**src/rtl/hz_pkg.sv**
```systemverilog
package hz_pkg;

  localparam int INSTR_W = 32;
  localparam int REG_AW  = 5;
  localparam int OPC_W   = 7;
  localparam int NSRC    = 2;
  localparam int RS1_LSB = 15;
  localparam int RS2_LSB = 20;

  typedef logic [OPC_W-1:0] opcode_t;

  localparam opcode_t OPC_REGREG = 7'b0110011;
  localparam opcode_t OPC_IMMALU = 7'b0010011;
  localparam opcode_t OPC_LOAD   = 7'b0000011;
  localparam opcode_t OPC_STORE  = 7'b0100011;
  localparam opcode_t OPC_BRANCH = 7'b1100011;
  localparam opcode_t OPC_JALR   = 7'b1100111;
  localparam opcode_t OPC_JAL    = 7'b1101111;
  localparam opcode_t OPC_LUI    = 7'b0110111;
  localparam opcode_t OPC_AUIPC  = 7'b0010111;

  typedef struct packed {
    logic cmp_b;
    logic cmp_a;
  } src_use_t;

  // Which source fields a format exposes to a load-use hazard.
  // A store's data field (rs2) is excluded: forwarding serves it.
  function automatic src_use_t src_use(input opcode_t op);
    src_use_t u;
    u = '0;
    case (op)
      OPC_REGREG, OPC_BRANCH: begin
        u.cmp_a = 1'b1;
        u.cmp_b = 1'b1;
      end
      OPC_IMMALU, OPC_LOAD, OPC_STORE, OPC_JALR: u.cmp_a = 1'b1;
      default: u = '0;
    endcase
    return u;
  endfunction

  function automatic logic no_source_fmt(input opcode_t op);
    return (op == OPC_LUI) || (op == OPC_AUIPC) || (op == OPC_JAL);
  endfunction

  function automatic logic redirect_of(input logic br, input logic taken,
                                       input logic jal, input logic jalr);
    return (br & taken) | jal | jalr;
  endfunction

endpackage

```
**src/rtl/hz_src_decode.sv**
```systemverilog
module hz_src_decode
  import hz_pkg::*;
#(
  parameter int IW  = INSTR_W,
  parameter int AW  = REG_AW,
  parameter int NS  = NSRC
) (
  input  logic [IW-1:0]        instr,
  output logic [NS-1:0][AW-1:0] src_idx,
  output logic [NS-1:0]         src_cmp
);

  localparam int LSB_A = RS1_LSB;
  localparam int LSB_B = RS2_LSB;

  opcode_t  opc;
  src_use_t use_f;
  logic     unused_fields;

  assign opc   = instr[OPC_W-1:0];
  assign use_f = src_use(opc);

  assign src_idx[0] = instr[LSB_A +: AW];
  assign src_cmp[0] = use_f.cmp_a;

  generate
    if (NS > 1) begin : g_second
      assign src_idx[1] = instr[LSB_B +: AW];
      assign src_cmp[1] = use_f.cmp_b;
    end
  endgenerate

  assign unused_fields = ^{instr[IW-1:LSB_B+AW], instr[LSB_A-1:OPC_W]};

endmodule

```
**src/rtl/hz_loaduse_detect.sv**
```systemverilog
module hz_loaduse_detect
  import hz_pkg::*;
#(
  parameter int AW = REG_AW,
  parameter int NS = NSRC
) (
  input  logic                  ex_is_load,
  input  logic [AW-1:0]         ex_rd,
  input  logic [NS-1:0][AW-1:0] src_idx,
  input  logic [NS-1:0]         src_cmp,
  output logic [NS-1:0]         src_match,
  output logic                  hazard
);

  logic rd_live;
  assign rd_live = |ex_rd;

  generate
    for (genvar i = 0; i < NS; i++) begin : g_cmp
      assign src_match[i] = src_cmp[i] & (src_idx[i] == ex_rd);
    end
  endgenerate

  assign hazard = ex_is_load & rd_live & (|src_match);

endmodule

```
**src/rtl/hz_redirect.sv**
```systemverilog
module hz_redirect
  import hz_pkg::*;
(
  input  logic mem_is_branch,
  input  logic mem_br_taken,
  input  logic mem_is_jal,
  input  logic mem_is_jalr,
  output logic redirect
);

  assign redirect = redirect_of(mem_is_branch, mem_br_taken, mem_is_jal, mem_is_jalr);

endmodule

```
**src/rtl/pipe_hazard_ctrl.sv**
```systemverilog
module pipe_hazard_ctrl
  import hz_pkg::*;
#(
  parameter int IW = INSTR_W,
  parameter int AW = REG_AW
) (
  input  logic          clk,
  input  logic          rst_n,
  input  logic [IW-1:0] id_instr,
  input  logic          ex_is_load,
  input  logic [AW-1:0] ex_rd,
  input  logic          mem_is_branch,
  input  logic          mem_br_taken,
  input  logic          mem_is_jal,
  input  logic          mem_is_jalr,
  output logic          pc_we,
  output logic          ifid_we,
  output logic          ifid_flush,
  output logic          idex_flush,
  output logic          exmem_flush,
  output logic          pc_take_target
);

  logic [NSRC-1:0][AW-1:0] src_idx;
  logic [NSRC-1:0]         src_cmp;
  logic [NSRC-1:0]         src_match;
  logic                    hazard;
  logic                    redirect;
  logic                    stall;
  logic                    stall_q;

  hz_src_decode #(.IW(IW), .AW(AW), .NS(NSRC)) u_dec (
    .instr   (id_instr),
    .src_idx (src_idx),
    .src_cmp (src_cmp)
  );

  hz_loaduse_detect #(.AW(AW), .NS(NSRC)) u_det (
    .ex_is_load (ex_is_load),
    .ex_rd      (ex_rd),
    .src_idx    (src_idx),
    .src_cmp    (src_cmp),
    .src_match  (src_match),
    .hazard     (hazard)
  );

  hz_redirect u_redir (
    .mem_is_branch (mem_is_branch),
    .mem_br_taken  (mem_br_taken),
    .mem_is_jal    (mem_is_jal),
    .mem_is_jalr   (mem_is_jalr),
    .redirect      (redirect)
  );

  // Redirect wins; a cycle just after a stall holds the bubble in execute.
  assign stall = hazard & ~redirect & ~stall_q;

  always_ff @(posedge clk) begin
    if (!rst_n) stall_q <= 1'b0;
    else        stall_q <= stall;
  end

  assign pc_we          = ~stall;
  assign ifid_we        = ~stall;
  assign ifid_flush     = redirect;
  assign idex_flush     = redirect | stall;
  assign exmem_flush    = redirect;
  assign pc_take_target = redirect;

endmodule

```
**config.mk**
```make
export PLATFORM = sky130hd
export DESIGN_NAME = pipe_hazard_ctrl
export DESIGN_NICKNAME = d
export VERILOG_FILES = /design/src/rtl/hz_pkg.sv /design/src/rtl/hz_src_decode.sv /design/src/rtl/hz_loaduse_detect.sv /design/src/rtl/hz_redirect.sv /design/src/rtl/pipe_hazard_ctrl.sv
export SDC_FILE = /design/constraint.sdc
export NUM_CORES = 1
export LEC_CHECK = 0
export ABC_AREA = 1
export CAP_MARGIN = 10
export CORE_UTILIZATION = 26
export DETAILED_ROUTE_END_ITERATION = 16
export PLACE_DENSITY = 0.91
export SLEW_MARGIN = 20
export SYNTH_ARGS = -nofsm -noshare
export SYNTH_HDL_FRONTEND = slang
export SYNTH_SLANG_ARGS = --single-unit
export TNS_END_PERCENT = 10
```
**constraint.sdc**
```tcl
create_clock -name clk -period 3.5 [get_ports clk]
set_clock_uncertainty 0.2 [all_clocks]
set_input_delay 0.7 -clock clk [delete_from_list [all_inputs] [get_ports clk]]
set_output_delay 0.7 -clock clk [all_outputs]
set_load 0.01 [all_outputs]
```
# == After elaboration in Yosys (flattened, before gate mapping) ==
# Index checks and enable logic that the tools add are counted.
# word_totals
word_cells,28
latchBits,0
regBits,1
rom_bits,0
mem_bits_rw,0
memories,0
in_bits,44
output_inout_bits,6
# op_classes
n_shift,0
multipliers,0
reduce_logical,4
div,0
n_addsub,0
n_mux,2
bitwise,13
n_lt_le_gt_ge,0
n_eq_ne,8
# op_table
operator,count
equality test 7 x 6 -> 1 bit (second input constant),2
equality test 7 bit (second input constant),2
equality test 5 bit,2
bitwise AND 1 bit,7
equality test 7 x 2 -> 1 bit (second input constant),1
equality test 7 x 5 -> 1 bit (second input constant),1
OR reduction 6 bit,1
OR reduction 5 bit,1
OR reduction 2 bit,2
NOT 1 bit,3
bitwise OR 1 bit,3
two-way mux 1 bit,2

# == Longest topological paths before layout ==
# logic_depth
depth_word,9
depth_mapped,10
mapped_depth_nobuf,10

# == Hierarchy ==
# From an unflattened synthesis, not the netlist that was laid out.
# hier_totals
hier_cells,100
hier_area_um2,467.9
# by_module_without_submodules
module,n_inst,area_per_inst_um2,cells_each
hz_loaduse_detect,1,225.2,56
hz_src_decode,1,157.7,31
pipe_hazard_ctrl,1,73.8,10
hz_redirect,1,11.3,3

# == Least setup slack after synthesis ==
# No wires, ideal clock.
# synth_path
path_kind,input-to-output
start,input mem_is_branch
end,output pc_we
path_buffers,1
arrival_ns,1.436
stages,7
slack_ns,1.164
path_cell_list,nand2_1 -> nand3_1 -> inv_1 -> nand3b_1 -> nor2_2 -> nand2_2 -> buf_4
# synth_via
elab_chain_len,7
# synth_rtl
item,line_no,source
"start, declared",pipe_hazard_ctrl.sv:12,"input logic mem_is_branch,"
bitwise AND 1 bit,hz_pkg.sv:49,return (br & taken) | jal | jalr;
bitwise OR 1 bit (2 in a row),hz_pkg.sv:49,
via exmem_flush,pipe_hazard_ctrl.sv:20,"output logic exmem_flush,"
NOT 1 bit,pipe_hazard_ctrl.sv:56,assign stall = hazard & ~redirect & ~stall_q;
bitwise AND 1 bit (2 in a row),pipe_hazard_ctrl.sv:56,
NOT 1 bit,n/a,
"end, declared",pipe_hazard_ctrl.sv:16,"output logic pc_we,"
# The timed path passes the listed nets, and every way through them passes these cells.

# == Worst setup path in the final report ==
# layout_path
start,input ex_rd[0]
end,output idex_flush
# layout_via
elab_chain_len,7
elab_cells_between_ends,11
# layout_rtl
item,line_no,source
"start, declared",pipe_hazard_ctrl.sv:11,"input logic [AW-1:0] ex_rd,"
equality test 5 bit,hz_loaduse_detect.sv:20,assign src_match[i] = src_cmp[i] & (src_idx[i] == ex_rd);
bitwise AND 1 bit,hz_loaduse_detect.sv:20,
OR reduction 2 bit,hz_loaduse_detect.sv:24,assign hazard = ex_is_load & rd_live & (|src_match);
bitwise AND 1 bit (*),hz_loaduse_detect.sv:24,
bitwise AND 1 bit (*) (2 in a row),pipe_hazard_ctrl.sv:56,
bitwise OR 1 bit (*),pipe_hazard_ctrl.sv:66,assign idex_flush = redirect | stall;
"end, declared",pipe_hazard_ctrl.sv:19,"output logic idex_flush,"
# Every way passes the cells marked *; elsewhere a longest branch is shown, timed or not.

==> impl_metrics.csv <==
group,metric,value,unit
drt,postRouteAntennaNets,0,
finish,largest-register,"stall_q",
sta,worst_slew_pin_slew,0.210,ns
global_route,grt-ovfl-total,0,
synthesis,synthFlopType,"dfxtp_1",
floorplan,fp.dieH,40.3,um
clock_tree,hold_buffers,0,
drt,wl_per_cell,8.08,um
setup_path,cpMostUsedCell,"nand2_1",
synthesis,yosysMostFrequentCell,"nand2_1",
placement,io_buffer_count,34,
global_route,grt_pass1_vias,405,
sta,tns,0,ns
floorplan,design.core.area,1330,um2
sta,min_period_over_period,93.0,%
clock_tree,cts-resized-gates,0,
setup_path,critical_path_required,2.60,ns
synthesis,synth_edf_count,0,
setup_path,cp.arrival,2.35,ns
finish,largest_reg_flops,1,
synthesis,ys_async_sr_fraction,0,%
finish,fillCellCount,145,
synthesis,syn_inst,88,
setup_path,end_kind,"output pin",
finish,area_growth,88.2,%
setup_path,r2r_slack,2.54,ns
synthesis,yosys.area_share.xor_xnor,0,%
synthesis,syn_avg_cell_area,4.34,um2
sta,rsz0062_at_grt,"false",
floorplan,start_util,28.6,%
finish,reg_top3,"stall_q x1",
setup_path,crit_type,"in2out",
setup_path,path_max_fanout,4,
finish,nets,165,
drt,first_pass_iters,4,
synthesis,synthesis.area,382,um2
synthesis,yosysSeqAreaShare,5.25,%
status,status,"finished, final reports clean",
drt,drc_errors,0,
sta,slew_viol_final,0,
synthesis,synthTopCellsByCount,"nand2_1, inv_1, nor2_1",
power_and_ir_drop,power,78.2,uW
power_and_ir_drop,powerDensity,109,nW/um2
synthesis,synthSimpleGateAreaFrac,65.2,%
min_path,hold_class,"reg2reg",
sta,max_slew_margin,85.9,%
power_and_ir_drop,ir_drop,0.0686,mV
synthesis,synth_top_family_by_area,"simple AND/OR/NAND/NOR gates",
global_route,grt_max_degree,5,
drt,via_count,558,
synthesis,netlist_top_cells_area,"nand2_1, inv_1, nor2_1",
clock_tree,clk_pin_slew,0,ns
synthesis,ys_warn_count,0,
synthesis,ys_seq_elements,1,
floorplan,core.rowCount,13,
sta,setup_viol,0,
sta,final-hold-violation-count,0,
placement,dpl.hpwl,987,um
setup_path,cp_slowest_cell,"clkdlybuf4s50_1",
setup_path,path_cells,"clkdlybuf4s50_1, inv_2, nand2_1, nand2_1, clkinv_1, nand2_1, nor2_1, nand2_1, nand2_1, nand2_2, nand2_1, clkdlybuf4s50_1",
finish,drive_gt1_share,6.72,%
flow_run,cap_violations,0,
synthesis,syn_nets,132,
synthesis,yosys.area.top_type_share,39.3,%
power_and_ir_drop,cellLeakagePower,0.402,nW
floorplan,die-area,1620,um2
drt,drt_iter0_drc,20,
sta,holdWs,0.412,ns
global_route,antenna_found_initial,0,
setup_path,start_kind,"input pin",
synthesis,synth.area.mux_share,0,%
sta,period_needed,3.25,ns
sta,max_freq,307,MHz
synthesis,yosys.area_share.adder,0,%
floorplan,pin_count,50,
floorplan,die_x,40.3,um
drt,wirelength,1080,um
setup_path,slowest_delay,0.54,ns
synthesis,synth_compound_area_share,0,%
global_route,grt_use_total,13.0,%
synthesis,synthDistinctLibCells,12,
finish,antenna_cells,0,
global_route,grt_pass1_wl,1510,um
placement,place_congestion,0.861,
synthesis,synth.largest_area_cell,"nand2_1",
clock_tree,clkLatencyLatePin,0,ns
drt,vias_per_cell,4.16,
clock_tree,postCtsSetupBuffers,0,
## logic make-up (layout without fill, tap and decap cells)
| group | count (synthesis) | in the layout |
|---|---|---|
| buf+inv | 27 | 58 |
| simple gates | 60 | 60 |
| flops | 1 | 1 |
## metrics by stage
step	cell area, um2	setup slack, ns	util (%)	cells
detailed placement	718	0.236	53.8	134
finish	718	0.246	53.8	134
global placement	718	0.268	53.8	134
CTS	718	0.234	53.8	134
global route	718	0.0803	53.8	134
floorplan	382	1.16	-	88
## path summary, 6_finish.rpt
kind / start / endpoint / depth (start not counted)
max: ex_rd[0] / idex_flush / 12
min: stall_q / stall_q / 4
max reg2reg: stall_q / stall_q / 4
min reg2reg: stall_q / stall_q / 4
## power by group
part           internal (mW)  switching (mW)  total, mW
logic                 0.0408          0.0257     0.0665
registers             0.0116     0.000000376     0.0116
clock network              0               0          0
total                 0.0525          0.0257     0.0782
## routing by layer
layer  up-vias  global-route usage, %  part of all wire [%]
li1        307                      -                     -
met1       235                   16.7                    42
met2        16                   25.4                    53
met3         0                      0                   5.1
met4         0                      0                     0
met5         -                      0                     0
## critical path, delay by kind of cell
kind,cells,cell delay (ns)
buffers and inverters,4,1.15
AND/OR/NAND/NOR,8,0.51
## placed cells by master (no fill, tap or decap)
| master | count |
|---|---|
| nand3b_1 | 1 |
| clkinv_1 | 1 |
| nand3_1 | 5 |
| dfxtp_1 | 1 |
| inv_1 | 20 |
| inv_2 | 3 |
| nand2_2 | 1 |
| clkdlybuf4s50_1 | 34 |
| nand2_1 | 40 |
| nor3_1 | 1 |
| nor2_2 | 4 |
| nor2_1 | 8 |
## cell type report
type / instances / area (um2) / share of cell area [%]
multi-input cells: 60 / 249 / 34.7
well taps: 15 / 18.8 / 2.61
flip-flops and latches: 1 / 20.0 / 2.79
repair buffers: 34 / 340 / 47.4
inverters: 24 / 90.1 / 12.5
No activity file was read; power rests on OpenSTA's default activity.
